===== src/rtl/bfu_pkg.sv =====
`timescale 1ns/1ps
package bfu_pkg;
   typedef enum logic {
      BFU_DEPOSIT = 1'b0,
      BFU_EXTRACT = 1'b1
   } bfu_op_e;
endpackage


===== src/rtl/bfu_ctrl_decode.sv =====
`timescale 1ns/1ps
// Splits the control half-word and builds per-bit region masks.
module bfu_ctrl_decode #(
   parameter int DATA_W  = 32,
   parameter int POS_W   = 8,
   parameter int LEN_W   = 5
) (
   input  logic [POS_W-1:0]  pos_i,
   input  logic [LEN_W-1:0]  len_i,
   output logic              len_nz_o,
   output logic [DATA_W-1:0] below_m_o,
   output logic [DATA_W-1:0] field_m_o,
   output logic [DATA_W-1:0] above_m_o,
   output logic [DATA_W-1:0] keep_m_o
);
   localparam int SUM_W  = POS_W + 1;
   localparam int KLEN_W = LEN_W + 1;

   logic [SUM_W-1:0] start_w;
   logic [SUM_W-1:0] end_w;

   assign start_w  = {1'b0, pos_i};
   assign end_w    = start_w + SUM_W'(len_i);
   assign len_nz_o = |len_i;

   for (genvar i = 0; i < DATA_W; i++) begin : g_bit
      assign below_m_o[i] = SUM_W'(i) <  start_w;
      assign above_m_o[i] = SUM_W'(i) >= end_w;
      assign field_m_o[i] = !below_m_o[i] && !above_m_o[i];
      assign keep_m_o[i]  = KLEN_W'(i) < {1'b0, len_i};
   end
endmodule


===== src/rtl/bfu_deposit.sv =====
`timescale 1ns/1ps
// Inserts the low len pattern bits at pos, optional sign fill above.
module bfu_deposit #(
   parameter int DATA_W = 32,
   parameter int PAT_W  = 16,
   parameter int POS_W  = 8,
   parameter int LEN_W  = 5
) (
   input  logic [DATA_W-1:0] bg_i,
   input  logic [PAT_W-1:0]  pat_i,
   input  logic [POS_W-1:0]  pos_i,
   input  logic [LEN_W-1:0]  len_i,
   input  logic              len_nz_i,
   input  logic              sext_i,
   input  logic [DATA_W-1:0] field_m_i,
   input  logic [DATA_W-1:0] above_m_i,
   output logic [DATA_W-1:0] dep_o
);
   logic [DATA_W-1:0] pat_ext;
   logic [DATA_W-1:0] placed;
   logic [DATA_W-1:0] fill_m;
   logic              top_bit;

   assign pat_ext = DATA_W'(pat_i);
   assign placed  = pat_ext << pos_i;
   assign top_bit = pat_ext[len_i - 1'b1];
   assign fill_m  = (sext_i && len_nz_i) ? above_m_i : '0;

   always_comb begin
      dep_o = (bg_i & ~(field_m_i | fill_m)) | (placed & field_m_i);
      if (top_bit) dep_o = dep_o | fill_m;
   end
endmodule


===== src/rtl/bfu_extract.sv =====
`timescale 1ns/1ps
// Pulls len bits from pos, right-aligns them, zero or sign fills above.
module bfu_extract #(
   parameter int DATA_W = 32,
   parameter int POS_W  = 8,
   parameter int LEN_W  = 5
) (
   input  logic [DATA_W-1:0] scene_i,
   input  logic [POS_W-1:0]  pos_i,
   input  logic [LEN_W-1:0]  len_i,
   input  logic              len_nz_i,
   input  logic              sext_i,
   input  logic [DATA_W-1:0] keep_m_i,
   output logic [DATA_W-1:0] ext_o
);
   logic [DATA_W-1:0] shifted;
   logic              top_bit;

   assign shifted = scene_i >> pos_i;
   assign top_bit = shifted[len_i - 1'b1];

   always_comb begin
      ext_o = shifted & keep_m_i;
      if (sext_i && len_nz_i && top_bit) ext_o = ext_o | ~keep_m_i;
   end
endmodule


===== src/rtl/bitfield_unit.sv =====
`timescale 1ns/1ps
module bitfield_unit #(
   parameter int DATA_W = 32,
   parameter int POS_W  = 8
) (
   input  logic              clk,
   input  logic              rst_n,
   input  logic [DATA_W-1:0] opa_i,
   input  logic [DATA_W-1:0] opb_i,
   input  logic              op_i,
   input  logic              sext_i,
   output logic [DATA_W-1:0] result_o
);
   import bfu_pkg::*;

   localparam int CTRL_W  = DATA_W / 2;
   localparam int LEN_W   = $clog2(DATA_W);
   localparam int POS_LSB = CTRL_W / 2;

   if ((DATA_W & (DATA_W - 1)) != 0 || DATA_W < 16) begin : g_bad_width
      $error("bitfield_unit: DATA_W must be a power of two of at least 16");
   end
   if (POS_LSB < LEN_W || POS_LSB + POS_W > CTRL_W || POS_W <= LEN_W) begin : g_bad_ctrl
      $error("bitfield_unit: control fields do not fit the control half-word");
   end

   logic [POS_W-1:0]  pos;
   logic [LEN_W-1:0]  len;
   logic              len_nz;
   logic [DATA_W-1:0] below_m, field_m, above_m, keep_m;
   logic [DATA_W-1:0] dep_res, ext_res, next_res;
   bfu_op_e           op_sel;

   assign pos    = opb_i[POS_LSB +: POS_W];
   assign len    = opb_i[LEN_W-1:0];
   assign op_sel = bfu_op_e'(op_i);

   bfu_ctrl_decode #(.DATA_W(DATA_W), .POS_W(POS_W), .LEN_W(LEN_W)) u_dec (
      .pos_i(pos), .len_i(len), .len_nz_o(len_nz),
      .below_m_o(below_m), .field_m_o(field_m),
      .above_m_o(above_m), .keep_m_o(keep_m)
   );

   bfu_deposit #(.DATA_W(DATA_W), .PAT_W(CTRL_W), .POS_W(POS_W), .LEN_W(LEN_W)) u_dep (
      .bg_i(opa_i), .pat_i(opb_i[DATA_W-1:CTRL_W]), .pos_i(pos), .len_i(len),
      .len_nz_i(len_nz), .sext_i(sext_i), .field_m_i(field_m),
      .above_m_i(above_m), .dep_o(dep_res)
   );

   bfu_extract #(.DATA_W(DATA_W), .POS_W(POS_W), .LEN_W(LEN_W)) u_ext (
      .scene_i(opa_i), .pos_i(pos), .len_i(len), .len_nz_i(len_nz),
      .sext_i(sext_i), .keep_m_i(keep_m), .ext_o(ext_res)
   );

   assign next_res = (op_sel == BFU_EXTRACT) ? ext_res : dep_res;

   always_ff @(posedge clk or negedge rst_n) begin
      if (!rst_n) result_o <= '0;
      else        result_o <= next_res;
   end

   // zero length
   assert_ext_len0_R7: assert property (@(posedge clk) disable iff (!rst_n)
      (op_i && len == '0) |=> result_o == '0);
   assert_dep_len0_R7: assert property (@(posedge clk) disable iff (!rst_n)
      (!op_i && len == '0) |=> result_o == $past(opa_i));
   // field entirely beyond the word
   assert_ext_far_R8: assert property (@(posedge clk) disable iff (!rst_n)
      (op_i && pos >= POS_W'(DATA_W)) |=> result_o == '0);
   // zero-extended extract clears bits above the field
   assert_ext_zero_hi_R4: assert property (@(posedge clk) disable iff (!rst_n)
      (op_i && !sext_i && len != '0) |=> (result_o >> $past(len)) == '0);
   // sign-extended extract replicates the field top bit
   assert_ext_sign_R5: assert property (@(posedge clk) disable iff (!rst_n)
      (op_i && sext_i && len != '0) |=> result_o[DATA_W-1] == result_o[$past(len) - 1'b1]);
   // deposit keeps background bits below the field
   assert_dep_below_R1: assert property (@(posedge clk) disable iff (!rst_n)
      (!op_i) |=> ((result_o ^ $past(opa_i)) & $past(below_m)) == '0);
endmodule


===== config.mk =====
export PLATFORM = sky130hd
export DESIGN_NAME = bitfield_unit
export DESIGN_NICKNAME = d
export VERILOG_FILES = /design/src/rtl/bfu_pkg.sv /design/src/rtl/bfu_ctrl_decode.sv /design/src/rtl/bfu_deposit.sv /design/src/rtl/bfu_extract.sv /design/src/rtl/bitfield_unit.sv
export SDC_FILE = /design/constraint.sdc
export NUM_CORES = 1
export LEC_CHECK = 0
export BUFFER_PORTS_ARGS = -buffer_cell sky130_fd_sc_hd__buf_2
export CAP_MARGIN = 25
export CORE_UTILIZATION = 56
export CTS_CLUSTER_DIAMETER = 120
export DETAILED_ROUTE_END_ITERATION = 10
export PLACE_DENSITY = 0.78
export SETUP_SLACK_MARGIN = 0.3
export SLEW_MARGIN = 20
export SYNTH_ARGS = -nofsm -noshare
export SYNTH_HDL_FRONTEND = slang
export SYNTH_HIERARCHICAL = 1
export SYNTH_SLANG_ARGS = --single-unit

===== constraint.sdc =====
create_clock -name clk -period 0.8 [get_ports clk]
set_input_delay 0.04 -clock clk [delete_from_list [all_inputs] [get_ports clk]]
set_output_delay 0.04 -clock clk [all_outputs]
set_load 0.03 [all_outputs]

==> results of run 1 <==
## through the flow
step	utilization	TNS [ps]	worst slack, ps	instances
3_5_place_dp	0.8093	-81630	-2615	1533
3_3_place_gp	0.8093	-81140	-2555	1533
4_1_cts	0.8702	-67490	-2161	1560
2_1_floorplan	-	-62310	-1964	981
## cell families after synthesis
family                     count (synthesis)
DFF                                       32
muxes                                    158
buffers and inverters                    107
other                                      1
and+or+nand+nor                          394
AOI/OAI and AO/OA                        271
xor gates and xnor gates                  10
adders and majority gates                  8
## Yosys cell counts (10+ instances only)
cell / n
o21ai_1: 25
clkbuf_1: 34
nand3b_1: 15
nor2_1: 82
nand2b_1: 10
o22ai_1: 11
mux4_2: 47
inv_1: 30
a21oi_1: 50
o21ai_0: 41
nand3_1: 46
and2_1: 13
nor2b_1: 20
nor3_1: 28
mux2_2: 38
buf_4: 12
a31oi_1: 25
mux2_4: 31
a22oi_1: 11
buf_2: 17
nand2_1: 116
mux2i_1: 41
dfrtp_1: 32
o211ai_1: 19
## what timing repair did
item / CTS
setup buffers: 13
cloned: 5
pin swaps: 18
resized for setup: 116
endpoints found under the setup margin: 64
endpoints found under the hold margin: 32
hold buffers: 1
## layer usage
metal  track usage  overflow
met1        0.7917         0
met2        0.9122         2
met4        0.7063         5
met5        0.3125         0
met3        0.6378         0
==> flow_summary.yaml, run 1 <==
placement:
  port_buffers: 96
  placed_area_um2: 10850
  dp_hpwl_um: 30320
  place_congestion: 1.061
synth:
  synth_area_leaders: "mux4_2 (14%), dfrtp_1 (10%), mux2_4 (6.0%)"
  async_flop_share: 1.000
  synth_top_family_by_area: "multiplexers"
  synth_warnings: 6
  synth_edf_count: 0
  synthCells: 981
  synth_top_area_frac: 0.1363
  synth_cell_types: 91
  ys_seq_elements: 32
  synth.largest_area_cell: "mux4_2"
  synth-compound-area-share: 0.2349
  synthXorXnorAreaFrac: 0.01224
  synthSimpleGateAreaFrac: 0.2573
  syn_area_um2: 7766
  syn_area_per_cell_um2: 7.917
  synth_nets: 1057
  synthMuxAreaShare: 0.3076
  ys.flop_type: "dfrtp_1"
  synth_fa_ha_area_frac: 0.01386
  seq_area_frac_synth: 0.1031
clock_tree:
  numCtsBuffers: 5
  root_buffer: "clkbuf_16"
  clockBufferDepth: 2
  h-tree-depth: 2
  clock_sinks: 32
global_routing:
  overflow: 7
  grt_max_degree: 39
  grtUsageTotal: 0.7681
floorplan:
  initial_core_util: 0.5796
  ios: 100
  rows: 42
  die_width_um: 119.8
  die_h_um: 119.8
timing:
  worst-ep-kind: "register input"
  grt-worst-endpoint: "result_o[12]$_DFF_PN0_/D"
outcome:
  stop_stage: "5_1_grt"
  status: "stopped before the end"
  first-error: "[ERROR GRT-0232] Routing congestion too high. Check the congestion heatmap in the GUI."
==> run 2, diff against run 1 <==
CORE_UTILIZATION = 40   (was 56)
CTS_CLUSTER_DIAMETER = default   (was 120)
PLACE_DENSITY = default   (was 0.78)
PLACE_DENSITY_LB_ADDON = 0.15   (was default)
SETUP_SLACK_MARGIN = default   (was 0.3)
==> run 2 against run 1 <==
Against the previous run:
- the flow now finishes, with violations (setup timing)
- synthesized cell count is the same
- synthesized area is the same
==> flow_summary.yaml, run 2 <==
placement:
  post-place-ws_ps: -2562
  place_congestion: 0.9552
  port_buffers: 96
  dp_hpwl_um: 31590
  dp.cells: 1651
cells_and_area:
  fin_util: 0.6245
  top_register: "result_o"
  final_common_cell: "buf_4"
  final_nets: 1485
  area_growth_pct: 51.93
  insertedDiodeCount: 0
  drive_above_1_share: 0.4660
  instances_no_fill: 1670
  top_regs: "result_o: 32 flops"
  layout_common_cells: "buf_4 (377), nand2_1 (116), nor2_1 (81)"
  largest_reg_flops: 32
detailed_routing:
  wl_per_cell_um: 23.40
  route.detailed.drc: 0
  dr.pass1.iters: 5
  routed_via_density: 6.119
  drt-total-wl_um: 39070
  drtIter0Drc: 1108
  vias: 10220
  ant_nets: 0
synth:
  synth.largest_area_cell: "mux4_2"
  synth_top_area_frac: 0.1363
  synthCells: 981
  synth_nets: 1057
  async_flop_share: 1.000
  syn_area_um2: 7766
  synth_edf_count: 0
  synth_area_leaders: "mux4_2 (14%), dfrtp_1 (10%), mux2_4 (6.0%)"
  syn_area_per_cell_um2: 7.917
  yosysMostFrequentCell: "nand2_1"
  synth_common_cells: "nand2_1 (116), nor2_1 (82), a21oi_1 (50)"
  ys.flop_type: "dfrtp_1"
  synth_warnings: 6
  synth_cell_types: 91
  seq_area_frac_synth: 0.1031
  ys_seq_elements: 32
outcome:
  violations: "setup timing"
  status: "finished, violations left"
timing:
  worst_pin_slew_ps: 694.1
  setup_viol: 64
  fin_ws_ps: -2190
  slew_viol_final: 0
  rsz0062_at_grt: "true"
  hold_violations: 0
  max_freq_mhz: 334.4
  period_needed_ps: 2990
  maxSlewHeadroom: 0.5361
  min_period_over_period: 3.738
  fin_hold_ws_ps: 260.8
floorplan:
  initial_core_util: 0.4111
  ios: 100
  die_h_um: 141.3
  dieArea_um2: 19980
  die_width_um: 141.3
  rows: 50
  coreArea_um2: 18890
clock_tree:
  clock_sinks: 32
  numCtsBuffers: 5
  root_buffer: "clkbuf_16"
  path_clk_slew_ps: 50
  clockBufferDepth: 2
  tritoncts: "yes"
  h-tree-depth: 2
pwr:
  max-vdd-ir-drop_uv: 803.8
  powerDensity_nw_per_um2: 1009
  power.total_mw: 11.91
  p_leak_nw: 5.358
setup_path:
  crit_type: "input pin to register"
  required_ps: 960
  crit_start: "opb_i[8]"
  cp-endpoint: "result_o[10]"
  worstPathMaxFanout: 8
  start_kind: "input pin"
  crit_arrival_ps: 3150
  crit_path_end_kind: "register"
global_routing:
  grtUsageTotal: 0.3934
  antenna_found_initial: 0
  overflow: 0
  first_global_vias: 9623
  grt_pass1_wl_um: 58820
  grt_max_degree: 33
worst_hold_path:
  min_path_type: "input pin to async pin"
job:
  drv_cap: 0
-- run 2: cell counts after synthesis --
Identical to the previous run, type by type.
-- run 2: how the worst min path moves through the flow --
stage          start            to
3_5_place_dp   rst_n  result_o[31]
3_3_place_gp   rst_n  result_o[31]
4_1_cts        rst_n  result_o[31]
2_1_floorplan  rst_n   result_o[0]
5_1_grt         op_i   result_o[1]
6_report       rst_n  result_o[31]
-- run 2: cells by family after synthesis --
family,Yosys count,synth area share
AO/OA/AOI/OAI,271,0.2349
XOR/XNOR,10,0.01225
adder cells (fa/ha/maj),8,0.01385
buffers and inverters,107,0.07057
flip-flops,32,0.1031
multiplexers,158,0.3076
other,1,0.0004829
AND/OR/NAND/NOR,394,0.2573
-- run 2: where the power goes --
group          internal, mW  switching, mW  total, mW
clock network          1.64          0.702       2.34
registers              1.79          0.103       1.90
logic                  3.64           4.03       7.67
-- run 2: repair_timing --
action	CTS	global route
pin swaps	14	2
hold endpoints to repair	32	0
buffers inserted	10	0
setup endpoints to repair	64	64
hold buffers	1	0
gates resized for setup	96	11
cloned	2	0
-- run 2: routing by layer --
metal  vias up  part of all wire  track usage
li1       4624                 -            -
met4         0             0.038       0.1293
met2       626              0.43       0.6029
met5         -                 0            0
met3        91              0.10      0.06750
met1      4877              0.43       0.5575
-- run 2: layout make-up --
type	instances	area (um2)
clock inverters	1	30.03
fillers	1765	7094
clock buffers	7	152.6
flip-flops and latches	32	800.8
repair buffers	494	3836
well taps	260	325.3
inverters	34	127.6
multi-input cells	842	6526
-- run 2: stage by stage --
| step | cell area (um2) | setup TNS, ps |
|---|---|---|
| 6_report | 11800 | -69420 |
| 5_1_grt | 11800 | -72480 |
| 4_1_cts | 11810 | -68740 |
| 3_5_place_dp | 11170 | -80980 |
| 3_3_place_gp | 11170 | -78970 |
| 2_1_floorplan | 7824 | -62270 |
-- run 2: critical path: stages --
cell      delay (ps)
buf_8             70
buf_8            130
mux4_2           530
a222oi_1         430
buf_4            210
nor3_1            40
or4_4            560
o221ai_2         160
o211ai_2         130
a31oi_4          220
buf_6            140
buf_12           120
mux2i_1           80
mux2_4           270
(Power assumes the default switching activity.)
==> run 3, diff against run 2 <==
MAX_ROUTING_LAYER = met4   (was default)
clock period = 2.5 ns   (was 0.8 ns; I/O delays follow)
==> run 3 against run 2 <==
Against the previous run:
- the flow still finishes with violations (setup timing)
- critical path type unchanged
- largest cell class unchanged
- combinational power shrank 70%
- final cell count shrank 3.8%
- worst setup slack gained 1600 ps
- critical endpoint is now result_o[12]
- final area shrank 5.1%
- clock power shrank 73%
- largest power group unchanged
==> flow_summary.yaml, run 3 (synthesis results as in run 2) <==
outcome:
  status: "finished, violations left"
  violations: "setup timing"
global_routing:
  overflow: 0
  grt_pass1_wl_um: 56440
  grtUsageTotal: 0.3860
  grt_max_degree: 39
  grtUsageMet2: 0.5625
  first_global_vias: 9150
  grt.busiest_layer: "met2"
  antenna_found_initial: 0
  gr-usage-met1: 0.5474
  grt_use_met3: 0.03814
clock_tree:
  root_buffer: "clkbuf_16"
  clockBufferDepth: 2
  tritoncts: "yes"
  h-tree-depth: 2
  clock_sinks: 32
  path_clk_slew_ps: 50
  numCtsBuffers: 5
cells_and_area:
  top_register: "result_o"
  fillers: 1821
  area_growth_pct: 44.14
  largest_reg_flops: 32
  final_common_cell: "buf_4"
  seqCellArea_um2: 800.8
  top_regs: "result_o: 32 flops"
  final_nets: 1423
  multiInputGateArea_um2: 6628
  drive_above_1_share: 0.4514
  insertedDiodeCount: 0
  layout_common_cells: "buf_4 (320), nand2_1 (116), buf_2 (93)"
timing:
  setup_viol: 32
  period_needed_ps: 3070
  fin_hold_ws_ps: 437.6
  fin_ws_ps: -569.8
  hold_violations: 0
  rsz0062_at_grt: "true"
  max_freq_mhz: 325.8
  min_period_over_period: 1.228
  slew_viol_final: 0
  final.setup.tns_ps: -16330
  maxSlewHeadroom: 0.5271
  worst_pin_slew_ps: 705.5
floorplan:
  die_h_um: 141.3
  die_width_um: 141.3
  rows: 50
  dieArea_um2: 19980
  ios: 100
  initial_core_util: 0.4111
  coreArea_um2: 18890
setup_path:
  crit_arrival_ps: 3230
  path_common_cell: "buf_8"
  path_cells: "buf_8 > buf_8 > buf_8 > mux4_2 > a221oi_2 > a31oi_1 > and3_1 > a211o_1 > o311a_1 > a31oi_4 > buf_6 > buf_12 > a21oi_1 > mux2_4"
  crit_path_end_kind: "register"
  required_ps: 2660
  cp_slowest_cell: "mux4_2"
  slowest_delay_ps: 550
  worstPathMaxFanout: 8
  start_kind: "input pin"
  crit_type: "input pin to register"
detailed_routing:
  routed_via_density: 6.266
  route.detailed.drc: 0
  wl_per_cell_um: 23.60
  drtIter0Drc: 1040
  ant_nets: 0
  vias: 10070
  dr.pass1.iters: 5
  drt-total-wl_um: 37930
pwr:
  max-vdd-ir-drop_uv: 239.5
  powerDensity_nw_per_um2: 316.2
  p_leak_nw: 5.015
placement:
  place_congestion: 1.013
  post-place-ws_ps: -905.2
  dp_hpwl_um: 30210
  port_buffers: 96
job:
  drv_cap: 0
worst_hold_path:
  hold_depth: 2
  min_path_type: "input pin to register"
  worstHoldStart: "op_i"
  hold_end: "result_o[20]"
run 3: worst max path at each step:
stage	start	to	slack, ps	depth (start not counted)
floorplan	opb_i[8]	result_o[13]	-350	12
global route	opb_i[8]	result_o[25]	-610	15
detailed placement	opb_i[8]	result_o[31]	-910	13
CTS	opb_i[8]	result_o[16]	-500	15
finish	opb_i[8]	result_o[12]	-570	14
global placement	opb_i[8]	result_o[31]	-860	13
run 3: repair_timing:
item	4_1_cts	5_1_grt
setup endpoints to repair	32	32
pin swaps	3	13
hold endpoints to repair	32	0
resized for setup	33	25
hold buffers	1	0
buffers inserted	7	2
cloned	2	0
run 3: final cells by class:
type	count	share of cell area
inverters	34	0.01140
flip-flops and latches	32	0.07153
clock buffers	7	0.01364
repair buffers	432	0.2823
well taps	260	0.02906
multi-input cells	842	0.5920
run 3: worst max-delay path: cells and delay by family:
family,cells,cell delay (ps)
simple gates,1,260
compound gates,6,1400
mux,2,810
buf+inv,5,620
run 3: stage by stage:
stage | cell area, um2 | std cells | power [mW] | util
after floorplan | 7824 | 981 | 1.775 | -
after global placement | 10680 | 1589 | 2.737 | 0.5655
after detailed placement | 10680 | 1589 | 2.750 | 0.5655
after CTS | 11080 | 1606 | 3.452 | 0.5866
after global routing | 11190 | 1607 | 3.668 | 0.5925
final | 11190 | 1607 | 3.540 | 0.5925
run 3: power by group:
| part | switching (mW) | internal, mW | total (mW) |
|---|---|---|---|
| Clock | 0.208 | 0.417 | 0.625 |
| Sequential | 0.0185 | 0.573 | 0.592 |
| Combinational | 1.28 | 1.04 | 2.32 |
run 3: layer usage:
layer | up-vias | wire, um
li1 | 4500 | -
met1 | 4799 | 16130
met2 | 667 | 16050
met3 | 103 | 3965
met4 | 0 | 1787
met5 | - | 0
==> run 4, diff against run 3 <==
CORE_MARGIN = 3   (was default)
TNS_END_PERCENT = 10   (was default)
==> run 4 against run 3 <==
Against the previous run:
- the run still ends with setup timing left
- via count up 0.36%
- hold slack worse by 32 ps
- first-iteration DRC count up 14%
- sequential power about the same
- non-clock buffer count up 26
- final area up 3.3%
- maximum frequency up 5.0%
- total power up 3.0%
==> flow_summary.yaml, run 4 (synthesis results as in run 2) <==
global_routing:
  grt_max_degree: 36
  grt_pass1_wl_um: 58530
  antenna_found_initial: 1
  first_global_vias: 9424
  grtUsageTotal: 0.3669
  overflow: 0
placement:
  port_buffers: 96
  place_congestion: 1.077
  dp_hpwl_um: 32100
  dp.cells: 1606
  post-place-ws_ps: -870.2
timing:
  setup_viol: 32
  slew_viol_final: 0
  worst_pin_slew_ps: 869.8
  hold_violations: 0
  period_needed_ps: 2924
  final.setup.tns_ps: -12910
  min_period_over_period: 1.169
  fin_ws_ps: -423.7
  rsz0062_at_grt: "true"
  maxSlewHeadroom: 0.4148
  max_freq_mhz: 342.0
floorplan:
  die_h_um: 145.3
  ios: 100
  initial_core_util: 0.4111
  coreArea_um2: 18890
  dieArea_um2: 21120
  rows: 50
  die_width_um: 145.3
setup_path:
  path_cells: "buf_12 > buf_6 > mux4_2 > mux2i_1 > buf_4 > o22ai_4 > a311oi_2 > nor2_1 > or4_4 > a31oi_4 > buf_12 > clkbuf_16 > a21oi_2 > mux2_4"
  required_ps: 2660
  crit_type: "input pin to register"
  cp_slowest_cell: "or4_4"
  worstPathMaxFanout: 7
  start_kind: "input pin"
  crit_arrival_ps: 3080
  crit_path_end_kind: "register"
  slowest_delay_ps: 540
  path_common_cell: "buf_12"
cells_and_area:
  fin_util: 0.6118
  final_nets: 1449
  final_common_cell: "buf_4"
  area_growth_pct: 48.83
  instances_no_fill: 1634
  largest_reg_flops: 32
  drive_above_1_share: 0.4669
  top_register: "result_o"
  layout_common_cells: "buf_4 (339), nand2_1 (116), buf_2 (92)"
  top_regs: "result_o: 32 flops"
detailed_routing:
  drt-total-wl_um: 39820
  route.detailed.drc: 0
  ant_nets: 0
  dr.pass1.iters: 7
  drtIter0Drc: 1184
  wl_per_cell_um: 24.37
  vias: 10110
  routed_via_density: 6.184
clock_tree:
  path_clk_slew_ps: 50
  clock_sinks: 32
  root_buffer: "clkbuf_16"
  tritoncts: "yes"
  clockBufferDepth: 2
  h-tree-depth: 2
  numCtsBuffers: 5
job:
  drv_cap: 0
worst_hold_path:
  hold_depth: 3
  worstHoldStart: "op_i"
  min_path_type: "input pin to register"
  hold_end: "result_o[10]"
pwr:
  p_leak_nw: 5.201
  max-vdd-ir-drop_uv: 359.6
  powerDensity_nw_per_um2: 315.4
  power.total_mw: 3.646
outcome:
  status: "finished, violations left"
  violations: "setup timing"
-- run 4: layer usage --
metal / routed length [um] / track usage
met2: 17280 / 0.5408
met1: 16580 / 0.5006
met4: 1807 / 0.1292
met5: 0 / -
met3: 4151 / 0.07786
-- run 4: stage by stage --
stage          hold slack, ps  cell area, um2
6_report                405.4           11560
3_3_place_gp            213.0           10850
2_1_floorplan          -170.6            7821
3_5_place_dp            224.0           10850
4_1_cts                 405.2           11440
5_1_grt                 408.0           11560
-- run 4: critical path, delay by kind of cell --
kind	cells	cell delay (ps)
AOI/OAI and AO/OA	4	710
buffers and inverters	5	680
muxes	3	920
and+or+nand+nor	2	630
-- run 4: power by group --
part / leakage [nW] / switching, mW / internal (mW)
logic: 4.72 / 1.32 / 1.11
registers: 0.405 / 0.0197 / 0.573
clock network: 0.0760 / 0.210 / 0.417
total: 5.20 / 1.54 / 2.10
-- run 4: final cells by class --
cell class                 count  area, um2
fill                        1767       7335
multi-input combinational    842       6659
timing repair buffer         458       3491
sequential                    32      800.8
tap                          260      325.3
clock buffer                   7      152.6
inverter                      34      127.6
antenna                        1      2.502
-- run 4: worst max path at each step --
stage / slack (ps) / start / to
after floorplan: -350 / opb_i[8] / result_o[13]
after global placement: -900 / opb_i[8] / result_o[31]
after detailed placement: -870 / opb_i[8] / result_o[21]
after CTS: -330 / opb_i[8] / result_o[17]
after global routing: -510 / opb_i[8] / result_o[22]
final: -420 / opb_i[8] / result_o[14]
-- run 4: timing repair --
item | in CTS | in global routing
resized for setup | 55 | 19
hold endpoints to repair | 32 | 0
hold buffers | 1 | 0
setup endpoints to repair | 32 | 32
gates cloned | 3 | 1
pin swaps | 15 | 5
setup buffers | 15 | 1
